===== src/rtl/oebs_pkg.sv =====
package oebs_pkg;

  localparam int unsigned LINE_CNT   = 4;
  localparam int unsigned SLOT_CNT   = 8;
  localparam int unsigned FRAME_LEN  = 2048;
  localparam int unsigned LEAD_PER   = 10;
  localparam int unsigned READ_AHEAD = 2;
  localparam int unsigned MAX_SHIFT  = 3;

  typedef enum logic [1:0] {
    RATE_2M  = 2'b00,
    RATE_4M  = 2'b01,
    RATE_8M  = 2'b10,
    RATE_16M = 2'b11
  } rate_e;

  // Period number whose line slot is being prepared.
  function automatic int unsigned look_ahead(int unsigned per, int unsigned ahead,
                                             int unsigned frame);
    return (per + ahead) % frame;
  endfunction

  // Number of line rotations that share one channel is 2**shift.
  function automatic int unsigned rate_shift(logic [1:0] code);
    return MAX_SHIFT - int'(code);
  endfunction

  function automatic int unsigned chan_index(int unsigned offs, int unsigned slots,
                                             logic [1:0] code);
    return (offs / slots) >> rate_shift(code);
  endfunction

  function automatic int unsigned stream_of(int unsigned line, int unsigned slot,
                                            int unsigned lines);
    return line + lines * slot;
  endfunction

endpackage


===== src/rtl/oebs_period_ctr.sv =====
module oebs_period_ctr #(
  parameter int unsigned FRAME = oebs_pkg::FRAME_LEN,
  parameter int unsigned PER_W = $clog2(FRAME)
) (
  input  logic             clk_i,
  input  logic             rst_n,
  input  logic             fp_i,
  output logic [PER_W-1:0] period_o,
  output logic             locked_o
);

  localparam logic [PER_W-1:0] LAST = PER_W'(FRAME - 1);

  logic [PER_W-1:0] cnt_q;
  logic             lock_q;
  logic             at_last;

  assign at_last = (cnt_q == LAST);

  always_ff @(posedge clk_i or negedge rst_n) begin
    if (!rst_n) begin
      cnt_q  <= '0;
      lock_q <= 1'b0;
    end else if (fp_i) begin
      cnt_q  <= '0;
      lock_q <= 1'b1;
    end else if (at_last) begin
      cnt_q  <= '0;
    end else begin
      cnt_q  <= cnt_q + 1'b1;
    end
  end

  assign period_o = cnt_q;
  assign locked_o = lock_q;

endmodule


===== src/rtl/oebs_addr_gen.sv =====
module oebs_addr_gen #(
  parameter int unsigned LINES = oebs_pkg::LINE_CNT,
  parameter int unsigned SLOTS = oebs_pkg::SLOT_CNT,
  parameter int unsigned FRAME = oebs_pkg::FRAME_LEN,
  parameter int unsigned LEAD  = oebs_pkg::LEAD_PER,
  parameter int unsigned AHEAD = oebs_pkg::READ_AHEAD,
  parameter int unsigned PER_W = $clog2(FRAME),
  parameter int unsigned STR_W = $clog2(LINES * SLOTS),
  parameter int unsigned CH_W  = $clog2(FRAME / SLOTS),
  parameter int unsigned AW    = STR_W + CH_W
) (
  input  logic [PER_W-1:0]           period_i,
  input  logic [2*LINES*SLOTS-1:0]   rate_i,
  output logic [LINES*AW-1:0]        rd_addr_o
);
  import oebs_pkg::*;

  logic [PER_W-1:0] offs;
  int unsigned      slot;

  always_comb begin
    offs = PER_W'(look_ahead(int'(period_i), LEAD + AHEAD, FRAME));
    slot = int'(offs) % SLOTS;
  end

  for (genvar g = 0; g < LINES; g++) begin : g_lane
    logic [STR_W-1:0] str;
    logic [1:0]       code;
    logic [CH_W-1:0]  ch;

    always_comb begin
      str  = STR_W'(stream_of(g, slot, LINES));
      code = rate_i[2*str +: 2];
      ch   = CH_W'(chan_index(int'(offs), SLOTS, code));
    end

    assign rd_addr_o[g*AW +: AW] = {str, ch};
  end

endmodule


===== src/rtl/oebs_line_gate.sv =====
module oebs_line_gate #(
  parameter int unsigned LINES = oebs_pkg::LINE_CNT
) (
  input  logic             clk_i,
  input  logic             rst_n,
  input  logic             locked_i,
  input  logic [LINES-1:0] rd_data_i,
  input  logic             ode_i,
  input  logic             sby_i,
  output logic [LINES-1:0] cs_o,
  output logic             drive_en_o
);

  logic [LINES-1:0] line_q;
  logic             addr_ok_q;
  logic             line_ok_q;

  // Two-stage valid: address from a locked count, then data captured.
  always_ff @(posedge clk_i or negedge rst_n) begin
    if (!rst_n) begin
      line_q    <= '0;
      addr_ok_q <= 1'b0;
      line_ok_q <= 1'b0;
    end else begin
      line_q    <= rd_data_i;
      addr_ok_q <= locked_i;
      line_ok_q <= addr_ok_q;
    end
  end

  assign drive_en_o = rst_n & ode_i & sby_i;
  assign cs_o       = (line_ok_q && drive_en_o) ? line_q : '0;

endmodule


===== src/rtl/oe_bit_serializer.sv =====
module oe_bit_serializer #(
  parameter int unsigned LINES = oebs_pkg::LINE_CNT,
  parameter int unsigned SLOTS = oebs_pkg::SLOT_CNT,
  parameter int unsigned FRAME = oebs_pkg::FRAME_LEN,
  parameter int unsigned LEAD  = oebs_pkg::LEAD_PER,
  localparam int unsigned STREAMS = LINES * SLOTS,
  localparam int unsigned PER_W   = $clog2(FRAME),
  localparam int unsigned STR_W   = $clog2(STREAMS),
  localparam int unsigned CH_W    = $clog2(FRAME / SLOTS),
  localparam int unsigned AW      = STR_W + CH_W
) (
  input  logic                 clk_i,
  input  logic                 rst_n,
  input  logic                 fp_i,
  input  logic                 ode_i,
  input  logic                 sby_i,
  input  logic [2*STREAMS-1:0] rate_i,
  output logic [LINES*AW-1:0]  rd_addr_o,
  input  logic [LINES-1:0]     rd_data_i,
  output logic [LINES-1:0]     cs_o,
  output logic                 drive_en_o
);

  logic [PER_W-1:0] period_q;
  logic             frame_lock;

  oebs_period_ctr #(
    .FRAME (FRAME),
    .PER_W (PER_W)
  ) u_ctr (
    .clk_i    (clk_i),
    .rst_n    (rst_n),
    .fp_i     (fp_i),
    .period_o (period_q),
    .locked_o (frame_lock)
  );

  oebs_addr_gen #(
    .LINES (LINES),
    .SLOTS (SLOTS),
    .FRAME (FRAME),
    .LEAD  (LEAD),
    .AHEAD (oebs_pkg::READ_AHEAD),
    .PER_W (PER_W),
    .STR_W (STR_W),
    .CH_W  (CH_W),
    .AW    (AW)
  ) u_addr (
    .period_i  (period_q),
    .rate_i    (rate_i),
    .rd_addr_o (rd_addr_o)
  );

  oebs_line_gate #(
    .LINES (LINES)
  ) u_gate (
    .clk_i      (clk_i),
    .rst_n      (rst_n),
    .locked_i   (frame_lock),
    .rd_data_i  (rd_data_i),
    .ode_i      (ode_i),
    .sby_i      (sby_i),
    .cs_o       (cs_o),
    .drive_en_o (drive_en_o)
  );

endmodule


===== config.mk =====
export PLATFORM = sky130hd
export DESIGN_NAME = oe_bit_serializer
export DESIGN_NICKNAME = d
export VERILOG_FILES = /design/src/rtl/oebs_pkg.sv /design/src/rtl/oebs_period_ctr.sv /design/src/rtl/oebs_addr_gen.sv /design/src/rtl/oebs_line_gate.sv /design/src/rtl/oe_bit_serializer.sv
export SDC_FILE = /design/constraint.sdc
export NUM_CORES = 1
export LEC_CHECK = 0
export ABC_AREA = 0
export ABC_CLOCK_PERIOD_IN_PS = 3900
export BUFFER_PORTS_ARGS = -buffer_cell sky130_fd_sc_hd__buf_2
export CORE_ASPECT_RATIO = 0.8
export CORE_MARGIN = 1
export CORE_UTILIZATION = 40
export CTS_CLUSTER_SIZE = 28
export DETAILED_ROUTE_END_ITERATION = 12
export GPL_ROUTABILITY_DRIVEN = 0
export PLACE_DENSITY = 0.75
export SLEW_MARGIN = 20
export SYNTH_ARGS = -nofsm -noshare
export SYNTH_HDL_FRONTEND = slang
export SYNTH_SLANG_ARGS = --single-unit

===== constraint.sdc =====
create_clock -name clk_i -period 3.9 [get_ports clk_i]
set_clock_uncertainty 0.2 [all_clocks]
set_input_delay 0.39 -clock clk_i [delete_from_list [all_inputs] [get_ports clk_i]]
set_output_delay 0.39 -clock clk_i [all_outputs]
set_load 0.01 [all_outputs]

== After elaboration in Yosys (flattened, before gate mapping) ==
Index checks and enable logic that the tools add are counted.
Cells by class
  muxes and demuxes: 3
  add/subtract/negate cells: 9
  equal/unequal tests: 1
  bitwise operators: 2
  reductions and logical operators: 1
  shift operators: 8
Operators with widths (count)
  variable part select 64 x 7 -> 2 bit: 4
  right shift 8 x 32 -> 8 bit: 4
  2-to-1 mux 11 bit: 2
  subtractor 2 x 2 -> 3 bit, first input constant: 4
  adder 11 x 1 -> 11 bit, second input constant: 1
  adder 11 x 4 -> 11 bit, second input constant: 1
  == test 11 bit, second input constant: 1
  adder 2 x 5 -> 5 bit, first input constant: 2
  adder 1 x 5 -> 5 bit, first input constant: 1
  2-to-1 mux 4 bit: 1
  AND 1 bit: 2
  logical AND 1 bit: 1
Storage, ports and cells
  register bits after elaboration: 18
  logic and storage cells: 29
  output and inout bits: 57

== Logic depth before layout (Yosys ltp) ==
  depth after elaboration: 5
  mapped depth: 7

== Hierarchy ==
A second synthesis with hierarchy kept.
Second synthesis, totals
  cells, all modules: 208
  area, all modules: 2215.9 um2
By module, submodules not included
  oebs_addr_gen: area an instance 1460.2 um2, times used 1, cells an instance 141
  oebs_period_ctr: area an instance 563.0 um2, times used 1, cells an instance 55
  oebs_line_gate: area an instance 192.7 um2, times used 1, cells an instance 12

== Least setup slack after synthesis ==
No wires, ideal clock.
  kind: reg-to-output
  start point: register u_ctr.cnt_q[2] (netlist: u_ctr.period_o[2])
  end point: output rd_addr_o[17]
  path slack: 1.325 ns
  required time: 3.310 ns
  cell stages (with the launch flop): 8
  data arrival time: 1.985 ns
  cell sequence: dfrtp_1 buf_4 inv_4 ha_1 nor3_1 xor2_1 mux2i_1 mux2i_1
On the way
  longest elaborated chain between the ends: 5
RTL lines
  start, declared: RTL line oebs_period_ctr.sv:14  | logic [PER_W-1:0] cnt_q;
  start signal, assigned: RTL line oebs_period_ctr.sv:30  | cnt_q <= cnt_q + 1'b1;
  adder 11 x 4 -> 11 bit: RTL line oebs_pkg.sv:20  | return (per + ahead) % frame;
  via rd_addr_o[12]: RTL line oe_bit_serializer.sv:18  | output logic [LINES*AW-1:0] rd_addr_o,
  adder 1 x 5 -> 5 bit: RTL line oebs_pkg.sv:35  | return line + lines * slot;
  variable part select 64 x 7 -> 2 bit: RTL line oebs_addr_gen.sv:33  | code = rate_i[2*str +: 2];
  subtractor 2 x 2 -> 3 bit: RTL line oebs_pkg.sv:25  | return MAX_SHIFT - int'(code);
  right shift 8 x 32 -> 8 bit: RTL line oebs_pkg.sv:30  | return (offs / slots) >> rate_shift(code);
  end, declared: RTL line oe_bit_serializer.sv:18
The timed path passes the listed nets, and every way through them passes these cells.

== Worst setup path in the final report ==
  start point: register u_ctr.cnt_q[0] (netlist: u_ctr.period_o[0])
  end point: output rd_addr_o[27]
On the way
  longest elaborated chain between the ends: 5
RTL lines (RTL line)
  adder 11 x 4 -> 11 bit *: oebs_pkg.sv:20
  adder 2 x 5 -> 5 bit: oebs_pkg.sv:35
  variable part select 64 x 7 -> 2 bit: oebs_addr_gen.sv:33
  subtractor 2 x 2 -> 3 bit: oebs_pkg.sv:25
  right shift 8 x 32 -> 8 bit *: oebs_pkg.sv:30
Mark *: on every way between the ends. The rest lies on a longest branch, timed or not.

==> impl_metrics.csv <==
group,metric,value,unit
sta,clock.fmax,304.8,MHz
global_route,grt_overflow_total,0,
route,wl_per_cell,14.43,µm
yosys,ys_warn_count,0,
floorplan,pin_count,130,
sta,finalHoldViolCount,0,
worst_setup_path,critPathKind,"flop to output port",
final_layout,layout_commonest_cell,"buf_2",
run,drv_cap,0,
yosys,synth_area_per_cell,10.55,µm²
route,dr.pass1.iters,8,
power,ir_drop,0.2460,mV
worst_setup_path,reg2reg_slack,1.49,ns
worst_setup_path,cp.arrival,2.69,ns
floorplan,design.core.area,5094,µm²
min_path,hold_depth,1,
floorplan,row_count,23,
placed_design,dpl.hpwl,4.415,mm
min_path,hold_path_class,"input pin to flop",
floorplan,dieHeight,67.46,µm
worst_setup_path,worstPathRequired,3.31,ns
sta,fin_setup_tns,0,ns
floorplan,die_w,83.82,µm
yosys,synthCells,203,
worst_setup_path,setup.worst_path.end_class,"output port",
final_layout,final_util,54.09,%
clock_tree,ctsLongestPathBuffers,2,
global_route,grt_antenna_before_repair,0,
route,vias,1902,
clock_tree,clock_sinks,18,
global_route,grt_pass1_wl,8.659,mm
final_layout,final_cell_mix,"buf_2 (121), mux2i_1 (36), nor2_1 (29)",
clock_tree,clk_pin_slew_worst_paths,0.07,ns
route,drt_iter0_drc,108,
sta,rsz0062_at_grt,"false",
route,drt-total-wl,5.412,mm
outcome,status,"complete, but fails checks",
clock_tree,cts_tree,"built",
clock_tree,cts_buffers,3,
final_layout,area_growth,28.62,%
yosys,mappedNetlistArea,2142,µm²
worst_setup_path,path_max_fanout,16,
worst_setup_path,reg2reg_depth,6,
global_route,grt_pass1_vias,1762,
sta,maxSlewViolCount,0,
floorplan,start_util,42.05,%
power,power_density,234.5,nW/µm²
global_route,grt_start_max_net_pins,20,
route,drc,24,
sta,min_period,3.281,ns
sta,worstMarginPinSlew,0.7123,ns
placed_design,port_buffers,121,
worst_setup_path,r2r-end,"u_ctr.period_o[3]",
clock_tree,insertion_delay,0.25,ns
route,antenna_left,0,
power,p_leak,1.401,nW
clock_tree,h-tree-depth,1,
outcome,violations,"DRC",
min_path,holdCritStartpoint,"rd_data_i[0]",
floorplan,die_area,5654,µm²
clock_tree,cts_root_buf,"clkbuf_8",
yosys,yosysUniqueCellTypes,32,
global_route,grt_use_total,19.55,%
yosys,ys_ff_latch,18,
worst_setup_path,startpoint_type,"flop",
final_layout,num_antenna_cells,0,
final_layout,layout-drive-gt1-share,50.80,%
clock_tree,postCtsSetupRepairBufs,0,
min_path,whs_endpoint,"u_gate.line_q[0]",
sta,setup_viol,0,
sta,finalCritPeriodShare,84.12,%
worst_setup_path,r2r-start,"u_ctr.period_o[0]",
yosys,seq_area_frac_synth,21.03,%
route,viasPerCell,5.072,
final_layout,fin_nets,390,
sta,slew-limit-headroom,52.17,%
## layer usage
layer / wire length (µm) / GRT usage [%]
met5: 0 / 0
met4: 17 / 2.586
met3: 378 / 4.279
met2: 2728 / 36.17
met1: 2287 / 24.32
## what timing repair did
| item | 4_1_cts | 5_1_grt |
|---|---|---|
| endpoints found under the setup margin | 0 | 0 |
| hold buffers | 1 | 0 |
| endpoints found under the hold margin | 18 | 0 |
| resized for setup | 0 | 0 |
## power by group
part	internal (mW)	switching, mW	leakage, nW
combinational	0.150	0.143	1.15
sequential	0.191	0.0115	0.224
clock	0.0897	0.0613	0.0288
total	0.430	0.216	1.40
## metrics by stage
stage / hold slack (ns) / worst slack (ns) / instance area (µm²) / instances / total power, mW
2_1_floorplan: -0.1056 / 1.325 / 2165 / 209 / 0.4282
3_3_place_gp: 0.1343 / 0.9073 / 2690 / 370 / 0.4941
3_5_place_dp: 0.1433 / 0.8602 / 2690 / 370 / 0.4991
4_1_cts: 0.03492 / 0.5812 / 2755 / 375 / 0.6506
5_1_grt: 0.03152 / 0.3801 / 2755 / 375 / 0.6815
6_report: 0.04109 / 0.6192 / 2755 / 375 / 0.6460
## how the worst max path moves through the flow
| stage | from | end | cells after the start |
|---|---|---|---|
| final | u_ctr.period_o[0] | rd_addr_o[27] | 6 |
| after global routing | u_ctr.period_o[0] | rd_addr_o[40] | 6 |
| after CTS | u_ctr.period_o[0] | rd_addr_o[27] | 6 |
| after detailed placement | u_ctr.period_o[0] | rd_addr_o[40] | 6 |
| after global placement | u_ctr.period_o[0] | rd_addr_o[27] | 6 |
| after floorplan | u_ctr.period_o[2] | rd_addr_o[17] | 7 |
## worst max-delay path, stage by stage (launching register included)
cell and delay, ns:
dfrtp_1 0.79, mux4_2 0.61, mux2i_4 0.36, mux2_1 0.36, nor2_1 0.11, a21oi_2 0.04
buf_2 0.15
## cell usage after synthesis
library cell | number | share of area, %
xor2_1 | 6 | 2.5
ha_1 | 3 | 1.8
clkbuf_1 | 1 | 0.18
xnor2_1 | 9 | 3.7
a21oi_1 | 6 | 1.4
mux2i_4 | 8 | 8.4
nor2_1 | 29 | 5.1
inv_1 | 3 | 0.53
mux2i_1 | 36 | 17
inv_4 | 1 | 0.29
a211oi_1 | 5 | 1.8
or2_2 | 1 | 0.29
buf_4 | 21 | 7.4
a21o_1 | 1 | 0.35
mux2_1 | 3 | 1.6
nor2b_1 | 1 | 0.29
dfrtp_1 | 18 | 21
nand2_1 | 4 | 0.70
buf_6 | 1 | 0.53
a211oi_2 | 1 | 0.58
buf_2 | 3 | 0.70
or3_1 | 1 | 0.29
and3_1 | 5 | 1.5
nand4_1 | 3 | 0.88
a21oi_2 | 3 | 1.2
mux4_2 | 16 | 17
conb_1 | 2 | 0.35
nand2b_1 | 4 | 1.2
o2111ai_1 | 1 | 0.41
nor3_1 | 3 | 0.70
nand3_1 | 2 | 0.47
o21ai_0 | 2 | 0.47
## flip-flops by register name, indices dropped and copies added, names as in the netlist
name / flops
u_ctr.locked_o: 1
u_gate.line_q: 4
u_ctr.period_o: 11
u_gate.line_ok_q: 1
u_gate.addr_ok_q: 1
## kinds of logic after synthesis
logic type      share of synthesized area [%]
compound gates                          6.192
xor+xnor                                6.133
fa+ha+maj                               1.753
buf+inv                                 9.579
flops                                   21.03
mux                                     43.63
other cells                            0.3506
simple gates                            11.33
## cell type report
type	instances	area (µm²)
tap	62	77.57
inverter	4	17.52
sequential	18	450.4
fill	463	2338
timing repair buffer	126	645.6
multi-input combinational	161	1509
clock buffer	4	55.05
No activity file was read; power rests on OpenSTA's default activity.
